<file path="config.mk">
export PLATFORM = sky130hd
export DESIGN_NAME = prio_irq_ctrl
export DESIGN_NICKNAME = d
export VERILOG_FILES = /design/src/rtl/prio_irq_pkg.sv /design/src/rtl/irq_regfile.sv /design/src/rtl/irq_src_detect.sv /design/src/rtl/irq_arbiter.sv /design/src/rtl/prio_irq_ctrl.sv
export SDC_FILE = /design/constraint.sdc
export NUM_CORES = 1
export LEC_CHECK = 0
export BUFFER_PORTS_ARGS = -buffer_cell sky130_fd_sc_hd__buf_2
export CAP_MARGIN = 20
export CORE_MARGIN = 5
export CORE_UTILIZATION = 50
export DETAILED_ROUTE_END_ITERATION = 8
export PLACE_DENSITY = 0.74
export SYNTH_ARGS = -nofsm -noshare
export SYNTH_HDL_FRONTEND = slang
export SYNTH_SLANG_ARGS = --single-unit
</file>
<file path="constraint.sdc">
create_clock -name clk -period 28.2 [get_ports clk]
set_input_delay 4.23 -clock clk [delete_from_list [all_inputs] [get_ports clk]]
set_output_delay 4.23 -clock clk [all_outputs]
set_load 0.01 [all_outputs]
</file>
<file path="src/rtl/prio_irq_pkg.sv">
package prio_irq_pkg;
  localparam int DATA_W    = 32;
  localparam int ADDR_W    = 8;
  localparam int LVL_W     = 3;
  localparam int MODE_W    = 2;
  localparam int SRC_IDX_W = 5;
  localparam int MAX_SRC   = 16;
  localparam int MODE_REGS = 2;
  localparam int LVL_REGS  = 8;

  localparam logic [ADDR_W-1:0] OFS_ENABLE   = 8'h00;
  localparam logic [ADDR_W-1:0] OFS_MODE0    = 8'h04;
  localparam logic [ADDR_W-1:0] OFS_LVL_BASE = 8'h10;
  localparam logic [ADDR_W-1:0] OFS_MASK     = 8'h40;
  localparam logic [ADDR_W-1:0] OFS_CLR      = 8'h60;
  localparam logic [ADDR_W-1:0] OFS_PEND     = 8'h80;
  localparam logic [ADDR_W-1:0] OFS_CUR      = 8'hA0;

  localparam int CLR_STROBE_BIT = 8;

  typedef enum logic [MODE_W-1:0] {
    TRIG_LOW  = 2'b00,
    TRIG_HIGH = 2'b01,
    TRIG_FALL = 2'b10,
    TRIG_RISE = 2'b11
  } trig_mode_e;

  function automatic logic [ADDR_W-1:0] mode_addr(input int n);
    return OFS_MODE0 + ADDR_W'(4 * (n / 8));
  endfunction

  function automatic int mode_bit(input int n);
    return (n % 8) * MODE_W;
  endfunction

  function automatic logic [ADDR_W-1:0] lvl_addr(input int n);
    return OFS_LVL_BASE + ADDR_W'(4 * ((n % 16) / 2));
  endfunction

  function automatic int lvl_bit(input int n);
    return (n / 16) * 16 + (n % 2) * 8;
  endfunction
endpackage

</file>
<file path="src/rtl/irq_regfile.sv">
module irq_regfile
  import prio_irq_pkg::*;
#(
  parameter int NUM_SRC = 16
) (
  input  logic                              clk,
  input  logic                              rst_n,
  input  logic                              bus_valid,
  input  logic                              bus_ready,
  input  logic                              bus_write,
  input  logic [ADDR_W-1:0]                 bus_addr,
  input  logic [DATA_W-1:0]                 bus_wdata,
  output logic                              rsp_valid,
  output logic [DATA_W-1:0]                 rsp_rdata,
  input  logic [NUM_SRC-1:0]                pend_vec,
  input  logic [DATA_W-1:0]                 cur_word,
  output logic                              ctl_en,
  output logic [NUM_SRC-1:0][MODE_W-1:0]    mode_q,
  output logic [NUM_SRC-1:0][LVL_W-1:0]     lvl_q,
  output logic [LVL_W-1:0]                  mask_lvl,
  output logic                              clr_valid,
  output logic [SRC_IDX_W-1:0]              clr_idx
);
  logic wr_acc, rd_acc;
  logic [DATA_W-1:0] rd_data;
  logic [DATA_W-1:0] mode_word [MODE_REGS];
  logic [DATA_W-1:0] lvl_word  [LVL_REGS];

  assign wr_acc = bus_valid && bus_ready && bus_write;
  assign rd_acc = bus_valid && bus_ready && !bus_write;

  assign clr_valid = wr_acc && (bus_addr == OFS_CLR) && bus_wdata[CLR_STROBE_BIT];
  assign clr_idx   = bus_wdata[SRC_IDX_W-1:0];

  always_ff @(posedge clk or negedge rst_n) begin
    if (!rst_n) begin
      ctl_en   <= 1'b0;
      mask_lvl <= '0;
      mode_q   <= '0;
      lvl_q    <= '0;
    end else if (wr_acc) begin
      if (bus_addr == OFS_ENABLE) ctl_en <= bus_wdata[0];
      if (bus_addr == OFS_MASK) mask_lvl <= bus_wdata[LVL_W-1:0];
      for (int n = 0; n < NUM_SRC; n++) begin
        if (bus_addr == mode_addr(n)) mode_q[n] <= bus_wdata[mode_bit(n) +: MODE_W];
        if (bus_addr == lvl_addr(n))  lvl_q[n]  <= bus_wdata[lvl_bit(n) +: LVL_W];
      end
    end
  end

  always_comb begin
    for (int k = 0; k < MODE_REGS; k++) mode_word[k] = '0;
    for (int k = 0; k < LVL_REGS; k++)  lvl_word[k]  = '0;
    for (int n = 0; n < NUM_SRC; n++) begin
      mode_word[n / 8][mode_bit(n) +: MODE_W]     = mode_q[n];
      lvl_word[(n % 16) / 2][lvl_bit(n) +: LVL_W] = lvl_q[n];
    end
  end

  always_comb begin
    rd_data = '0;
    if (bus_addr == OFS_ENABLE) rd_data = {{(DATA_W-1){1'b0}}, ctl_en};
    if (bus_addr == OFS_MASK)   rd_data = {{(DATA_W-LVL_W){1'b0}}, mask_lvl};
    if (bus_addr == OFS_PEND)   rd_data = {{(DATA_W-NUM_SRC){1'b0}}, pend_vec};
    if (bus_addr == OFS_CUR)    rd_data = cur_word;
    for (int k = 0; k < MODE_REGS; k++)
      if (bus_addr == OFS_MODE0 + ADDR_W'(4 * k)) rd_data = mode_word[k];
    for (int k = 0; k < LVL_REGS; k++)
      if (bus_addr == OFS_LVL_BASE + ADDR_W'(4 * k)) rd_data = lvl_word[k];
  end

  always_ff @(posedge clk or negedge rst_n) begin
    if (!rst_n) begin
      rsp_valid <= 1'b0;
      rsp_rdata <= '0;
    end else begin
      rsp_valid <= rd_acc;
      rsp_rdata <= rd_acc ? rd_data : '0;
    end
  end


  rd_rsp_chk: assert property (@(posedge clk) disable iff (!rst_n)
    (bus_valid && bus_ready && !bus_write) |=> rsp_valid);

  wr_norsp_chk: assert property (@(posedge clk) disable iff (!rst_n)
    (bus_valid && bus_ready && bus_write) |=> !rsp_valid);
endmodule

</file>
<file path="src/rtl/irq_src_detect.sv">
module irq_src_detect
  import prio_irq_pkg::*;
#(
  parameter int NUM_SRC     = 16,
  parameter int SYNC_STAGES = 2
) (
  input  logic                           clk,
  input  logic                           rst_n,
  input  logic [NUM_SRC-1:0]             irq_in,
  input  logic [NUM_SRC-1:0][MODE_W-1:0] mode_q,
  input  logic                           clr_valid,
  input  logic [SRC_IDX_W-1:0]           clr_idx,
  output logic [NUM_SRC-1:0]             pend_vec
);
  localparam int SMSB = SYNC_STAGES - 1;

  for (genvar g = 0; g < NUM_SRC; g++) begin : g_src
    logic [SYNC_STAGES-1:0] sh_q;
    logic prev_q, lat_q, s_now, rise, fall, is_edge, hit, clr_me;

    assign s_now   = sh_q[SMSB];
    assign rise    = s_now && !prev_q;
    assign fall    = !s_now && prev_q;
    assign is_edge = mode_q[g][1];
    assign hit     = (trig_mode_e'(mode_q[g]) == TRIG_RISE) ? rise : fall;
    assign clr_me  = clr_valid && (clr_idx == SRC_IDX_W'(g));

    always_ff @(posedge clk or negedge rst_n) begin
      if (!rst_n) begin
        sh_q   <= '0;
        prev_q <= 1'b0;
        lat_q  <= 1'b0;
      end else begin
        sh_q   <= {sh_q[SYNC_STAGES-2:0], irq_in[g]};
        prev_q <= s_now;
        if (is_edge && hit) lat_q <= 1'b1;
        else if (clr_me)    lat_q <= 1'b0;
      end
    end

    always_comb begin
      case (trig_mode_e'(mode_q[g]))
        TRIG_LOW:  pend_vec[g] = !s_now;
        TRIG_HIGH: pend_vec[g] = s_now;
        default:   pend_vec[g] = lat_q;
      endcase
    end


    lat_hold_chk: assert property (@(posedge clk) disable iff (!rst_n)
      (lat_q && !clr_me) |=> lat_q);

    lat_clr_chk: assert property (@(posedge clk) disable iff (!rst_n)
      (clr_me && !(is_edge && hit)) |=> !lat_q);
  end
endmodule

</file>
<file path="src/rtl/irq_arbiter.sv">
module irq_arbiter
  import prio_irq_pkg::*;
#(
  parameter int NUM_SRC = 16
) (
  input  logic                          clk,
  input  logic                          rst_n,
  input  logic [NUM_SRC-1:0]            pend_vec,
  input  logic [NUM_SRC-1:0][LVL_W-1:0] lvl_q,
  output logic                          win_valid,
  output logic [LVL_W-1:0]              win_lvl,
  output logic [SRC_IDX_W-1:0]          win_idx
);
  logic [NUM_SRC-1:0] cand;

  always_comb begin
    for (int n = 0; n < NUM_SRC; n++) cand[n] = pend_vec[n] && (lvl_q[n] != '0);
  end

  always_comb begin
    win_valid = 1'b0;
    win_lvl   = '0;
    win_idx   = '0;
    for (int n = 0; n < NUM_SRC; n++) begin
      if (cand[n] && (lvl_q[n] > win_lvl)) begin
        win_valid = 1'b1;
        win_lvl   = lvl_q[n];
        win_idx   = SRC_IDX_W'(n);
      end
    end
  end

  for (genvar g = 0; g < NUM_SRC; g++) begin : g_chk

    arb_max_chk: assert property (@(posedge clk) disable iff (!rst_n)
      win_valid |-> !(cand[g] && (lvl_q[g] > win_lvl)));

    arb_tie_chk: assert property (@(posedge clk) disable iff (!rst_n)
      (win_valid && cand[g] && (lvl_q[g] == win_lvl)) |-> (win_idx <= SRC_IDX_W'(g)));
  end
endmodule

</file>
<file path="src/rtl/prio_irq_ctrl.sv">
module prio_irq_ctrl
  import prio_irq_pkg::*;
#(
  parameter int NUM_SRC     = 16,
  parameter int SYNC_STAGES = 2
) (
  input  logic                 clk,
  input  logic                 rst_n,
  input  logic                 bus_valid,
  output logic                 bus_ready,
  input  logic                 bus_write,
  input  logic [ADDR_W-1:0]    bus_addr,
  input  logic [DATA_W-1:0]    bus_wdata,
  output logic                 rsp_valid,
  output logic [DATA_W-1:0]    rsp_rdata,
  input  logic [NUM_SRC-1:0]   irq_in,
  output logic                 irq_out
);
  logic                          ctl_en, clr_valid, win_valid, fire;
  logic [NUM_SRC-1:0][MODE_W-1:0] mode_q;
  logic [NUM_SRC-1:0][LVL_W-1:0]  lvl_q;
  logic [LVL_W-1:0]              mask_lvl, win_lvl, cur_lvl;
  logic [SRC_IDX_W-1:0]          clr_idx, win_idx, cur_src;
  logic [NUM_SRC-1:0]            pend_vec;
  logic                          cur_irq;
  logic [DATA_W-1:0]             cur_word;

  assign bus_ready = 1'b1;

  irq_regfile #(.NUM_SRC(NUM_SRC)) regs_i (
    .clk(clk), .rst_n(rst_n),
    .bus_valid(bus_valid), .bus_ready(bus_ready), .bus_write(bus_write),
    .bus_addr(bus_addr), .bus_wdata(bus_wdata),
    .rsp_valid(rsp_valid), .rsp_rdata(rsp_rdata),
    .pend_vec(pend_vec), .cur_word(cur_word),
    .ctl_en(ctl_en), .mode_q(mode_q), .lvl_q(lvl_q), .mask_lvl(mask_lvl),
    .clr_valid(clr_valid), .clr_idx(clr_idx)
  );

  irq_src_detect #(.NUM_SRC(NUM_SRC), .SYNC_STAGES(SYNC_STAGES)) det_i (
    .clk(clk), .rst_n(rst_n), .irq_in(irq_in), .mode_q(mode_q),
    .clr_valid(clr_valid), .clr_idx(clr_idx), .pend_vec(pend_vec)
  );

  irq_arbiter #(.NUM_SRC(NUM_SRC)) arb_i (
    .clk(clk), .rst_n(rst_n), .pend_vec(pend_vec), .lvl_q(lvl_q),
    .win_valid(win_valid), .win_lvl(win_lvl), .win_idx(win_idx)
  );

  assign fire = ctl_en && win_valid && (win_lvl > mask_lvl);

  always_ff @(posedge clk or negedge rst_n) begin
    if (!rst_n) begin
      cur_irq <= 1'b0;
      cur_lvl <= '0;
      cur_src <= '0;
    end else begin
      cur_irq <= fire;
      cur_lvl <= fire ? win_lvl : '0;
      cur_src <= fire ? win_idx : '0;
    end
  end

  assign irq_out  = cur_irq;
  assign cur_word = {15'b0, !cur_irq, 5'b0, cur_lvl, 3'b0, cur_src};


  en_gate_chk: assert property (@(posedge clk) disable iff (!rst_n)
    !ctl_en |=> !irq_out);

  mask_gate_chk: assert property (@(posedge clk) disable iff (!rst_n)
    (win_valid && (win_lvl <= mask_lvl)) |=> !irq_out);
endmodule

</file>
======== Word-level counts from Yosys, hierarchy flattened ========
Cells that the tools add are included.
word-level totals
  register bits ........................... 190
  input bits .............................. 60
  logic and storage cells ................. 491
operators by class
  order comparisons ....................... 17
  equal/unequal tests ..................... 61
  mux-type cells .......................... 128
  reduce and logical (&&, ||, !) cells .... 198
operators with widths
  kind                                                                    number
  17-bit 2-to-1 mux                                                       12
  1-bit logical AND                                                       102
  1-bit 2-to-1 mux                                                        66
  3-bit 2-to-1 mux                                                        22
  3-bit > comparator                                                      16
  3-bit nonzero test                                                      16
  5-bit by 4-bit equality test with 1-bit output (second input constant)  8
  1-bit zero test                                                         34
  2-bit by 1-bit equality test with 1-bit output (second input constant)  16
  2-bit equality test (second input constant)                             16
  8-bit by 5-bit equality test with 1-bit output (second input constant)  4
  8-bit by 6-bit equality test with 1-bit output (second input constant)  4
  2-bit zero test                                                         16
  4-bit 2-to-1 mux                                                        8
  1-bit case mux with 2 select lines                                      16
  2-bit nonzero test                                                      16
  2-bit AND reduction                                                     12
  5-bit by 3-bit equality test with 1-bit output (second input constant)  4
  8-bit by 7-bit equality test with 1-bit output (second input constant)  2
  8-bit equality test (second input constant)                             2
  16-bit 2-to-1 mux                                                       1
  5-bit by 2-bit equality test with 1-bit output (second input constant)  2
  8-bit by 3-bit equality test with 1-bit output (second input constant)  1
  8-bit by 4-bit equality test with 1-bit output (second input constant)  1
  other kinds (6)                                                         7

======== Logic depth before layout (Yosys ltp) ========
  depth in word-level cells ............... 53
  depth in mapped cells ................... 135
  gate-level depth less buffers ........... 134

======== By module ========
A second synthesis with hierarchy kept.
unflattened totals
  cells, all modules ...................... 1,080
  area total of the unflattened synthesis .. 11,005.6 um^2
modules (own cells, without submodules)
  module          times used  cells each  area each (um^2)
  irq_regfile     1           482         5,646.7
  irq_arbiter     1           363         2,471.1
  irq_src_detect  1           201         2,451.1
  prio_irq_ctrl   1           34          436.7

======== Worst setup path after synthesis ========
Ideal clock, no wire load.
  path type ............................... register -> register
  from .................................... register regs_i.mode_q[0] (netlist bit)
  to ...................................... register cur_lvl[1]
  library setup time ...................... 0.119 ns
  data arrival time ....................... 21.791 ns
  required time ........................... 28.081 ns
  setup slack ............................. 6.290 ns
  cell stages (with the launch flop) ...... 127
  period minus slack after synthesis ...... 21.910 ns
  cells stage by stage .................... dfrtp_1 -> xnor2_1 -> o21a_1 -> and2_1 -> inv_1 -> ha_1 -> nand3_1 -> o31a_1 -> nand3_2 -> mux2_4 -> inv_1 -> ha_1 -> nor2_1 -> a211o_1 -> nor2_1 -> o211a_1 -> a21boi_2 -> nor2_1 -> [... 91 more ...] -> o21a_1 -> o21ai_0 -> a311oi_1 -> inv_1 -> mux2_2 -> inv_1 -> ha_1 -> nand3_1 -> o311ai_0 -> a21oi_1 -> nor2_1 -> a221o_1 -> ha_1 -> nor2b_1 -> o21a_1 -> o211ai_1 -> a31oi_2 -> and2_1
on the way
  cells in the longest elaborated chain, start to end .. 53
ends and longest elaborated chain
  element                                                                                   line                  source
  start: declaration                                                                        irq_regfile.sv:18     output logic [NUM_SRC-1:0][MODE_W-1:0] mode_q,
  start signal: indexed assignment                                                          irq_regfile.sv:45     if (bus_addr == mode_addr(n)) mode_q[n] <= bus_wdata[mode_bit(n) +: MODE_W];
  2-bit by 1-bit equality test with 1-bit output / 2-bit zero test (equally long branches)  irq_src_detect.sv:42  case (trig_mode_e'(mode_q[g]))
  1-bit case mux with 2 select lines (*)                                                    irq_src_detect.sv:42
  1-bit logical AND (*)                                                                     irq_arbiter.sv:17     for (int n = 0; n < NUM_SRC; n++) cand[n] = pend_vec[n] && (lvl_q[n] != '0);
  1-bit logical AND (*)                                                                     irq_arbiter.sv:25     if (cand[n] && (lvl_q[n] > win_lvl)) begin
  3-bit 2-to-1 mux                                                                          irq_arbiter.sv:25
  3-bit > comparator                                                                        irq_arbiter.sv:25
  1-bit logical AND                                                                         irq_arbiter.sv:25
  3-bit 2-to-1 mux                                                                          irq_arbiter.sv:25
  [... 38 more ...]                                                                         -
  3-bit 2-to-1 mux                                                                          irq_arbiter.sv:25
  3-bit > comparator                                                                        irq_arbiter.sv:25
  1-bit logical AND                                                                         irq_arbiter.sv:25
  3-bit 2-to-1 mux / 1-bit 2-to-1 mux (equally long branches)                               irq_arbiter.sv:25
  3-bit > comparator / 1-bit logical AND (equally long branches)                            prio_irq_ctrl.sv:50   assign fire = ctl_en && win_valid && (win_lvl > mask_lvl);
  1-bit logical AND (*)                                                                     prio_irq_ctrl.sv:50
  net fire                                                                                  prio_irq_ctrl.sv:19   logic ctl_en, clr_valid, win_valid, fire;
  3-bit 2-to-1 mux (*)                                                                      prio_irq_ctrl.sv:59   cur_lvl <= fire ? win_lvl : '0;
  end signal: assignment                                                                    prio_irq_ctrl.sv:59
  end: declaration                                                                          prio_irq_ctrl.sv:22   logic [LVL_W-1:0] mask_lvl, win_lvl, cur_lvl;
The timed path passes the listed nets; every way through them passes the cells marked *.
A chain may end at the register's enable or synchronous reset.

======== Worst setup path after layout ========
Ends and elaborated chain as after synthesis.

==> results.sh <==
export IMPL_status="finished, final reports clean"
export IMPL_clock_sinks=174
export IMPL_ios=95
export IMPL_hold_buffers=0
export IMPL_regArea_mm2=0.00435
export IMPL_use_met1=0.334
export IMPL_die_h_um=151
export IMPL_fillCellCount=1747
export IMPL_worstSetupPathType="reg -> reg"
export IMPL_hp_start="det_i.g_src[8].sh_q[0]"
export IMPL_crit_fanout=9
export IMPL_nNetsFinal=1202
export IMPL_cp_slowest_cell="o41ai_4"
export IMPL_setup_tns_ns=0
export IMPL_end_kind="flip-flop"
export IMPL_syn_area_mm2=0.00996
export IMPL_crit_path_start_kind="flip-flop"
export IMPL_grt_pass1_wl_mm=44.2
export IMPL_reg2reg_setup_slack_ns=2.27
export IMPL_min_path_cells=0
export IMPL_num_vias=8514
export IMPL_crit_arrival_ns=26.26
export IMPL_ff2ff_path_depth=129
export IMPL_yosysTopAreaCellShare=0.437
export IMPL_ys_warn_count=0
export IMPL_multiInputGateArea_mm2=0.00531
export IMPL_gp_congestion=0.928
export IMPL_slew_headroom=0.283
export IMPL_finalHoldViolCount=0
export IMPL_p_comb_frac=0.107
export IMPL_crit_path_max_incr_delay_ns=0.54
export IMPL_min_path_type="reg -> reg"
export IMPL_drc=0
export IMPL_synth_main_ff_cell="dfrtp_1"
export IMPL_fmax_mhz=38.6
export IMPL_cts_root_buf="clkbuf_16"
export IMPL_post_route_period_util=0.920
export IMPL_yosysSeqAreaShare=0.437
export IMPL_min_to="det_i.g_src[8].sh_q[1]"
export IMPL_cts_tree="built"
export IMPL_cts_buffers=17
export IMPL_start_util=0.510
export IMPL_grt_pass1_vias=8335
export IMPL_syn_to_final_growth_pct=11.7
export IMPL_final_common_cell="dfrtp_1"
export IMPL_worstReg2RegEnd="cur_lvl[1]"
export IMPL_syn_avg_cell_area_um2=9.46
export IMPL_drt_pass1_iterations=5
export IMPL_min_period_ns=25.93
export IMPL_clkPwrFrac=0.414
export IMPL_place_hpwl_mm=20.3
export IMPL_grt_use_total=0.252
export IMPL_netlist_instances=1052
export IMPL_switching_share=0.270
export IMPL_drive_gt1_frac=0.188
export IMPL_stdcell_count=1395
export IMPL_core_mm2=0.0195
export IMPL_place_worst_setup_slack_ns=2.21
export IMPL_htreeDepth=4
export IMPL_die_area_mm2=0.0228
export IMPL_drv_cap=0
export IMPL_fin_ws_ns=2.27
export IMPL_internal_power_uw=404
export IMPL_io_buffers=62
export IMPL_finalSetupViolations=0
export IMPL_synth_area_leaders="dfrtp_1 44%, mux2_2 8.5%, nand2_1 5.2%"
export IMPL_design_area_mm2=0.0111
export IMPL_first_iter_violations=724
export IMPL_worst_pin_slew_ns=1.06
export IMPL_seqPwrFrac=0.479
export IMPL_grt_ovfl_total=0
export IMPL_wirelength_mm=27.5
export IMPL_grt_max_degree=101
export IMPL_ant_nets=0
export IMPL_cts_buffer_depth=2
export IMPL_layout_common_cells="174 x dfrtp_1, 138 x nand2_1, 94 x nor2_1"
export IMPL_use_met2=0.402
export IMPL_p_per_area_mw_per_mm2=49.8
export IMPL_clkLatencyLatePin_ns=0.44
export IMPL_cp_required_ns=28.53
export IMPL_skew_ns=0.00850
export IMPL_async_flop_share=1.00
export IMPL_busiest_layer="met2"
export IMPL_place_inst=1360
export IMPL_timing_hold_ws_ns=0.348
export IMPL_leakage_nw=4.98
export IMPL_ys_ff_latch=174
export IMPL_path_clk_slew_ns=0.07
export IMPL_synth_largest_area_cell="dfrtp_1"
export IMPL_synth_edf_count=0
export IMPL_grt_met3_usage=0.0560
export IMPL_yosysUniqueCellTypes=82
export IMPL_maxSlewViolCount=0
export IMPL_switchingPower_uw=149
export IMPL_placementRows=51
export IMPL_die_w_um=151
export IMPL_vias_per_cell=6.10
export IMPL_place_area_mm2=0.0105
export IMPL_ir_drop_mv=0.0478
export IMPL_antenna_found_initial=1
export IMPL_wl_per_cell_um=19.7
export IMPL_n_antenna_cell=0
export IMPL_rr_startpoint="regs_i.mode_q[0]"
[worst max-delay path: cells and delay by family, from the launching register on]
family	cells	cell delay (ns)
AO/OA/AOI/OAI	58	12.04
buffers and inverters	9	0.95
XOR/XNOR	1	0.25
flip-flops	1	0.46
multiplexers	4	1.38
AND/OR/NAND/NOR	39	5.56
adder cells (fa/ha/maj)	18	5.18
[stage by stage]
stage	total power [mW]	utilization
after floorplan	0.306	-
after global placement	0.326	0.537
after detailed placement	0.328	0.537
after CTS	0.556	0.567
after global routing	0.576	0.570
final	0.554	0.570
[state kept, by name (all words and copies together) (netlist names)]
signal	flops
regs_i.lvl_q	48
det_i.g_src.sh_q	32
regs_i.mode_q	32
regs_i.rsp_rdata	17
det_i.g_src.lat_q	16
det_i.g_src.prev_q	16
cur_src	4
cur_lvl	3
regs_i.mask_lvl	3
irq_out	1
regs_i.ctl_en	1
regs_i.rsp_valid	1
[final cells by class]
cell class / count / area share
flip-flops and latches: 174 / 0.391
clock buffers: 19 / 0.0398
repair buffers: 71 / 0.0343
clock inverters: 13 / 0.0117
multi-input cells: 805 / 0.477
inverters: 48 / 0.0162
well taps: 265 / 0.0298
[what timing repair did]
| item | in CTS | in global routing |
|---|---|---|
| resized for setup | 0 | 6 |
| setup endpoints to repair | 0 | 8 |
| setup buffers | 0 | 2 |
[power groups by stage]
stage / logic, mW / clock network (mW) / registers, mW
after global routing: 0.0660 / 0.243 / 0.267
final: 0.0592 / 0.229 / 0.266
after floorplan: 0.0384 / 0 / 0.267
after detailed placement: 0.0576 / 0 / 0.270
after CTS: 0.0581 / 0.233 / 0.265
after global placement: 0.0561 / 0 / 0.270
[cells in the mapped netlist (4+ instances only)]
cell and instances:
a22oi_1 9, nand3_1 23, nor2_1 94, a221oi_1 13, o21ai_0 80, a41oi_1 4, buf_1 4, nor3b_1 5
o22ai_1 16, a311oi_1 4, o211a_1 4, clkbuf_1 16, ha_1 25, o21ai_2 4, a211o_1 5, or3_1 8
a211oi_1 11, a222oi_1 11, and2_1 22, nor2b_1 7, nand2_1 138, nand2b_1 9, or2_2 5, dfrtp_1 174
nor3_1 26, a31oi_1 6, o211ai_1 8, o31ai_1 9, a21oi_1 37, a22o_1 6, o2111ai_1 4, mux2_2 75
inv_1 48, buf_4 16, a21o_1 6, o311ai_0 4, xor2_1 16, o21ai_1 10, o221ai_1 4, o21a_1 10
[worst max-delay path by stage]
stage / start / end / slack, ns
finish: regs_i.mode_q[0] / cur_lvl[1] / 2.27
global route: regs_i.mode_q[0] / cur_lvl[1] / -0.02
CTS: regs_i.mode_q[0] / cur_lvl[2] / 1.91
detailed placement: regs_i.mode_q[0] / cur_lvl[2] / 2.21
global placement: regs_i.mode_q[0] / cur_lvl[2] / 2.67
floorplan: regs_i.mode_q[0] / cur_lvl[1] / 6.29
[cells by family (layout without fill, tap and decap cells)]
logic type,Yosys count,after routing,share of synthesized area
and+or+nand+nor,356,356,0.162
muxes,82,82,0.0937
DFF,174,174,0.437
adders and majority gates,28,28,0.0344
other,2,16,0.000754
xor gates and xnor gates,18,18,0.0158
AOI/OAI and AO/OA,305,305,0.217
buffers and inverters,87,151,0.0392
[routing by layer]
metal / routed length [um] / vias to the layer above
li1: - / 3984
met1: 11300 / 4108
met2: 13100 / 356
met3: 2250 / 64
met4: 877 / 2
met5: 7 / -
Power figures use the tool's default switching activity.
